--- src/rtl/loop_code_pkg.sv ---
package loop_code_pkg;
  localparam int unsigned UP_LEN_DEF = 5;
  localparam logic [UP_LEN_DEF-1:0] UP_WORD_DEF = 5'b00001;
  localparam int unsigned DN_LEN_DEF = 3;
  localparam logic [DN_LEN_DEF-1:0] DN_WORD_DEF = 3'b001;
  localparam int unsigned SYNC_STAGES_DEF = 2;

  typedef enum logic {
    SEL_UP = 1'b0,
    SEL_DN = 1'b1
  } code_sel_e;
endpackage

--- src/rtl/loop_code_edge.sv ---
module loop_code_edge #(
  parameter int unsigned SYNC_STAGES = 2
) (
  input  logic clk_i,
  input  logic rst_ni,
  input  logic strobe_i,
  output logic rise_o
);
  // sync chain plus one extra flop for edge detection
  logic [SYNC_STAGES:0] sh_q;

  always_ff @(posedge clk_i or negedge rst_ni) begin
    if (!rst_ni) sh_q <= '0;
    else         sh_q <= {sh_q[SYNC_STAGES-1:0], strobe_i};
  end

  assign rise_o = sh_q[SYNC_STAGES-1] & ~sh_q[SYNC_STAGES];
endmodule

--- src/rtl/loop_code_phase.sv ---
module loop_code_phase #(
  parameter int unsigned UP_LEN = 5,
  parameter int unsigned DN_LEN = 3,
  parameter int unsigned PH_W   = 3
) (
  input  logic            clk_i,
  input  logic            rst_ni,
  input  logic            active_i,
  input  logic            sel_i,
  output logic            restart_o,
  output logic [PH_W-1:0] cur_ph_o,
  output logic [PH_W-1:0] ph_q_o
);
  localparam logic [PH_W-1:0] UP_LAST = PH_W'(UP_LEN - 1);
  localparam logic [PH_W-1:0] DN_LAST = PH_W'(DN_LEN - 1);

  logic            active_q, sel_q;
  logic [PH_W-1:0] ph_q, last, nxt;

  assign restart_o = !active_q || (sel_i != sel_q);
  assign cur_ph_o  = restart_o ? '0 : ph_q;
  assign last      = sel_i ? DN_LAST : UP_LAST;
  assign nxt       = (cur_ph_o == last) ? '0 : cur_ph_o + 1'b1;
  assign ph_q_o    = ph_q;

  always_ff @(posedge clk_i or negedge rst_ni) begin
    if (!rst_ni) begin
      ph_q     <= '0;
      active_q <= 1'b0;
      sel_q    <= 1'b0;
    end else begin
      ph_q     <= active_i ? nxt : '0;
      active_q <= active_i;
      sel_q    <= sel_i;
    end
  end
endmodule

--- src/rtl/loop_code_out.sv ---
module loop_code_out #(
  parameter int unsigned       UP_LEN  = 5,
  parameter logic [UP_LEN-1:0] UP_WORD = 5'b00001,
  parameter int unsigned       DN_LEN  = 3,
  parameter logic [DN_LEN-1:0] DN_WORD = 3'b001,
  parameter int unsigned       PH_W    = 3
) (
  input  logic            clk_i,
  input  logic            rst_ni,
  input  logic            active_i,
  input  logic            sel_i,
  input  logic [PH_W-1:0] ph_i,
  input  logic            flip_i,
  output logic            data_o,
  output logic            valid_o
);
  localparam int unsigned TBL = 1 << PH_W;

  // bit tables indexed by phase, first transmitted bit = word MSB
  logic [TBL-1:0] up_tbl, dn_tbl;

  for (genvar p = 0; p < TBL; p++) begin : g_tbl
    if (p < UP_LEN) begin : g_up
      assign up_tbl[p] = UP_WORD[UP_LEN-1-p];
    end else begin : g_up_pad
      assign up_tbl[p] = 1'b0;
    end
    if (p < DN_LEN) begin : g_dn
      assign dn_tbl[p] = DN_WORD[DN_LEN-1-p];
    end else begin : g_dn_pad
      assign dn_tbl[p] = 1'b0;
    end
  end

  logic code_bit;
  assign code_bit = sel_i ? dn_tbl[ph_i] : up_tbl[ph_i];

  always_ff @(posedge clk_i or negedge rst_ni) begin
    if (!rst_ni) begin
      data_o  <= 1'b0;
      valid_o <= 1'b0;
    end else begin
      data_o  <= active_i & (code_bit ^ flip_i);
      valid_o <= active_i;
    end
  end
endmodule

--- src/rtl/inband_loop_code_gen.sv ---
module inband_loop_code_gen #(
  parameter int unsigned       UP_LEN      = loop_code_pkg::UP_LEN_DEF,
  parameter logic [UP_LEN-1:0] UP_WORD     = loop_code_pkg::UP_WORD_DEF,
  parameter int unsigned       DN_LEN      = loop_code_pkg::DN_LEN_DEF,
  parameter logic [DN_LEN-1:0] DN_WORD     = loop_code_pkg::DN_WORD_DEF,
  parameter int unsigned       SYNC_STAGES = loop_code_pkg::SYNC_STAGES_DEF
) (
  input  logic clk_i,
  input  logic rst_ni,
  input  logic host_mode_i,
  input  logic pat_en_i,
  input  logic pat_sel_i,
  input  logic err_strobe_i,
  output logic data_o,
  output logic valid_o
);
  localparam int unsigned MAX_LEN = (UP_LEN > DN_LEN) ? UP_LEN : DN_LEN;
  localparam int unsigned PH_W    = (MAX_LEN > 1) ? $clog2(MAX_LEN) : 1;

  logic            active, rise, flip, restart;
  logic [PH_W-1:0] cur_ph, ph_q;

  assign active = host_mode_i & pat_en_i;
  // an edge seen while idle is dropped
  assign flip   = rise & active;

  loop_code_edge #(
    .SYNC_STAGES(SYNC_STAGES)
  ) i_edge (
    .clk_i   (clk_i),
    .rst_ni  (rst_ni),
    .strobe_i(err_strobe_i),
    .rise_o  (rise)
  );

  loop_code_phase #(
    .UP_LEN(UP_LEN),
    .DN_LEN(DN_LEN),
    .PH_W  (PH_W)
  ) i_phase (
    .clk_i    (clk_i),
    .rst_ni   (rst_ni),
    .active_i (active),
    .sel_i    (pat_sel_i),
    .restart_o(restart),
    .cur_ph_o (cur_ph),
    .ph_q_o   (ph_q)
  );

  loop_code_out #(
    .UP_LEN (UP_LEN),
    .UP_WORD(UP_WORD),
    .DN_LEN (DN_LEN),
    .DN_WORD(DN_WORD),
    .PH_W   (PH_W)
  ) i_out (
    .clk_i   (clk_i),
    .rst_ni  (rst_ni),
    .active_i(active),
    .sel_i   (pat_sel_i),
    .ph_i    (cur_ph),
    .flip_i  (flip),
    .data_o  (data_o),
    .valid_o (valid_o)
  );
endmodule

--- config.mk ---
export PLATFORM = sky130hd
export DESIGN_NAME = inband_loop_code_gen
export DESIGN_NICKNAME = d
export VERILOG_FILES = /design/src/rtl/loop_code_pkg.sv /design/src/rtl/loop_code_edge.sv /design/src/rtl/loop_code_phase.sv /design/src/rtl/loop_code_out.sv /design/src/rtl/inband_loop_code_gen.sv
export SDC_FILE = /design/constraint.sdc
export NUM_CORES = 1
export LEC_CHECK = 0
export BUFFER_PORTS_ARGS = -buffer_cell sky130_fd_sc_hd__buf_2
export CORE_MARGIN = 4
export CORE_UTILIZATION = 25
export DETAILED_ROUTE_END_ITERATION = 7
export SYNTH_ARGS = -nofsm -noshare
export SYNTH_HDL_FRONTEND = slang
export SYNTH_HIERARCHICAL = 1
export SYNTH_SLANG_ARGS = --single-unit
--- constraint.sdc ---
create_clock -name clk_i -period 2.2 [get_ports clk_i]
set_input_delay 0 -clock clk_i [delete_from_list [all_inputs] [get_ports clk_i]]
set_output_delay 0 -clock clk_i [all_outputs]
set_load 0.01 [all_outputs]
==> flow_summary.toml <==
[status]
outcome = "finished, final reports clean"

[sta]
max_freq_mhz = 552.7
slew_viol_final = 0
fin_crit_sh_pct = 82.24
fin_setup_tns_ns = 0
rsz0062_at_grt = "no"
slew_headroom_pct = 74.84
min_period_ns = 1.809
worst_pin_slew_ns = 0.3748
hold_viol = 0
setup_viol = 0
fin_skew_ns = 0.003032

[power_and_ir_drop]
internal-power_uw = 267.1
pwr_density_cell_mw_per_mm2 = 575.3
power.leakage_uw = 0.0002632
ir_worst_vdd_v = 0.0003502
sw_frac_of_total_pct = 21.39
comb_power_share_pct = 8.3
switchingPower_uw = 72.65
p_total_uw = 339.7
clkPwrFrac_pct = 34.1
p_seq_share_pct = 57.6

[clock_tree]
cts_buffers = 3
clockRootBuffer = "clkbuf_4"
htreeDepth = 1
clock_latency_ns = 0.25
cts_sinks = 10
path_clk_slew_ns = 0.06
cts_tree = "built"
cts_resized = 0
cts_buffer_depth = 2
cts_hold_buf = 3
cts_setup_buffers = 0

[critical_path]
regToRegSetupSlack_ns = 0.46
start_kind = "input pin"
startpoint = "pat_sel_i"
r2r_cells = 5
slowest_delay_ns = 0.53
slowest_stage = "dlygate4sd3_1"
end_kind = "register"
critPathKind = "in2reg"
crit_chain = "dlygate4sd3_1 -> buf_2 -> xnor2_1 -> and3_1 -> or3b_1 -> a21oi_2 -> mux2i_1"
crit_required_ns = 2.38
r2r-end = "i_out/data_o$_DFF_PN0_"
worstReg2RegStart = "i_phase/sel_q$_DFF_PN0_"
cp_data_arrival_time_ns = 1.99
crit_fanout = 8

[grt]
antenna_found_initial = 0
grt_overflow = 0
grt_pass1_vias = 348
grt_pass1_wl_mm = 1.393
grt.total_usage_pct = 6.833
grt_max_degree = 11

[synthesis]
synthDistinctLibCells = 22
synth_top_area_share_pct = 53.05
synth_top_cell_by_area = "dfrtp_1"
synthTopCellsByArea = "dfrtp_1, and3_1, a21oi_2, nor3b_1, nor2b_4"
synthesis.area_um2 = 471.7
synth_nets = 46
ys_seq_elements = 10
ys.warnings.count = 6
synth-seq-area-share_pct = 53.05
synth_cells = 39
syn_avg_cell_area_um2 = 12.09

[finish]
multi_input_area_um2 = 214.0
diodes = 0
fillCellCount = 198
drive_gt1_share_pct = 30.77
final_common_cell = "dfrtp_1"
final_cell_mix = "dfrtp_1, buf_2, and3_1"
nets = 61
area_growth_pct = 25.20
register_area_um2 = 250.2

[placed_design]
dp_hpwl_um = 598
numPortBuffers = 7
gp_congestion = 0.7298

[routing]
routed_wl_um = 770
wire_per_inst_um = 10.00
first_iter_violations = 2
ant_nets = 0
drc = 0
vias = 335
dr.pass1.iters = 4
vias_per_cell = 4.351

[floorplanning]
die_h_um = 51.44
num_rows = 15
die_area_mm2 = 0.002646
core_area_mm2 = 0.001764
die_w_um = 51.44
io_pins = 8
initial_utilization_pct = 26.74

[hold_path]
hold_start = "pat_en_i"
min_to = "i_out/valid_o$_DFF_PN0_"
hold_depth = 2
hold_class = "in2reg"

[flow_run]
maxCapViolations = 0
-- state kept, by name, summed over array words and instances, names as in the netlist --
name and flops:
i_phase/sel_q 1, i_phase/ph_q_o 3, i_edge/sh_q 3, i_out/data_o 1, i_out/valid_o 1, i_phase/active_q 1
-- power by group through the flow --
stage / registers (µW) / clock network [µW] / logic (µW)
floorplan: 199 / 0 / 11.2
global placement: 199 / 0 / 24.3
detailed placement: 199 / 0 / 24.7
CTS: 196 / 121 / 28.7
global route: 197 / 129 / 31.7
finish: 196 / 116 / 28.1
-- cell usage after synthesis --
master    instances
dfrtp_1          10
and3_1            4
a21oi_2           2
inv_1             2
nand2_1           2
nand2b_1          2
nor3b_1           2
a211oi_2          1
a31o_2            1
and2_1            1
and3b_2           1
ha_1              1
mux2i_1           1
nand3b_1          1
nand4_1           1
nand4b_1          1
nor2b_4           1
nor3_1            1
o21a_1            1
or3b_1            1
or4b_1            1
xnor2_1           1
-- metrics by stage --
| stage | hold WS [ns] | setup slack, ns | std cells | utilization (%) | instance area [µm²] |
|---|---|---|---|---|---|
| 6_report | 0.1111 | 0.3907 | 77 | 33.48 | 590.6 |
| 5_1_grt | 0.1184 | 0.2567 | 77 | 33.48 | 590.6 |
| 4_1_cts | 0.1070 | 0.3823 | 77 | 33.48 | 590.6 |
| 3_5_place_dp | -0.1325 | 0.4487 | 71 | 30.50 | 538.0 |
| 3_3_place_gp | -0.1351 | 0.4913 | 71 | 30.50 | 538.0 |
| 2_1_floorplan | -0.2956 | 0.6027 | 39 | - | 471.7 |
-- worst max-delay path by stage --
| stage | end | slack, ns | cells past startpoint |
|---|---|---|---|
| global placement | i_out/data_o$_DFF_PN0_ | 0.49 | 5 |
| global route | i_out/data_o$_DFF_PN0_ | 0.26 | 7 |
| CTS | i_out/data_o$_DFF_PN0_ | 0.38 | 7 |
| finish | i_out/data_o$_DFF_PN0_ | 0.39 | 7 |
| detailed placement | i_out/data_o$_DFF_PN0_ | 0.45 | 5 |
| floorplan | i_out/data_o$_DFF_PN0_ | 0.60 | 5 |
-- layout make-up --
type | count | area share [%]
flip-flops and latches | 10 | 42.37
multi-input cells | 27 | 36.23
repair buffers | 10 | 11.02
well taps | 25 | 5.297
clock buffers | 3 | 3.814
inverters | 2 | 1.271
-- kinds of logic (layout without fill, tap and decap cells) --
group                      Yosys count  in the layout  share of synthesized area (%)
DFF                                 10             10                          53.05
adders and majority gates            1              1                          2.652
AOI/OAI and AO/OA                    5              5                          9.816
and+or+nand+nor                     19             19                          28.91
buffers and inverters                2             15                          1.592
xor gates and xnor gates             1              1                          1.857
muxes                                1              1                          2.122
-- worst max-delay path: cells and delay by family --
kind / cells / cell delay (ns)
simple gates: 2 / 0.57
compound gates: 1 / 0.16
xor+xnor: 1 / 0.35
mux: 1 / 0.20
buf+inv: 2 / 0.70
-- per-layer routing --
layer	global-route usage [%]	vias up	wire, µm
met3	1.458	0	47
met4	3.930	0	0
met2	10.59	7	364
met5	0	-	0
met1	8.680	160	357
li1	-	168	-
(Power assumes the default switching activity.)
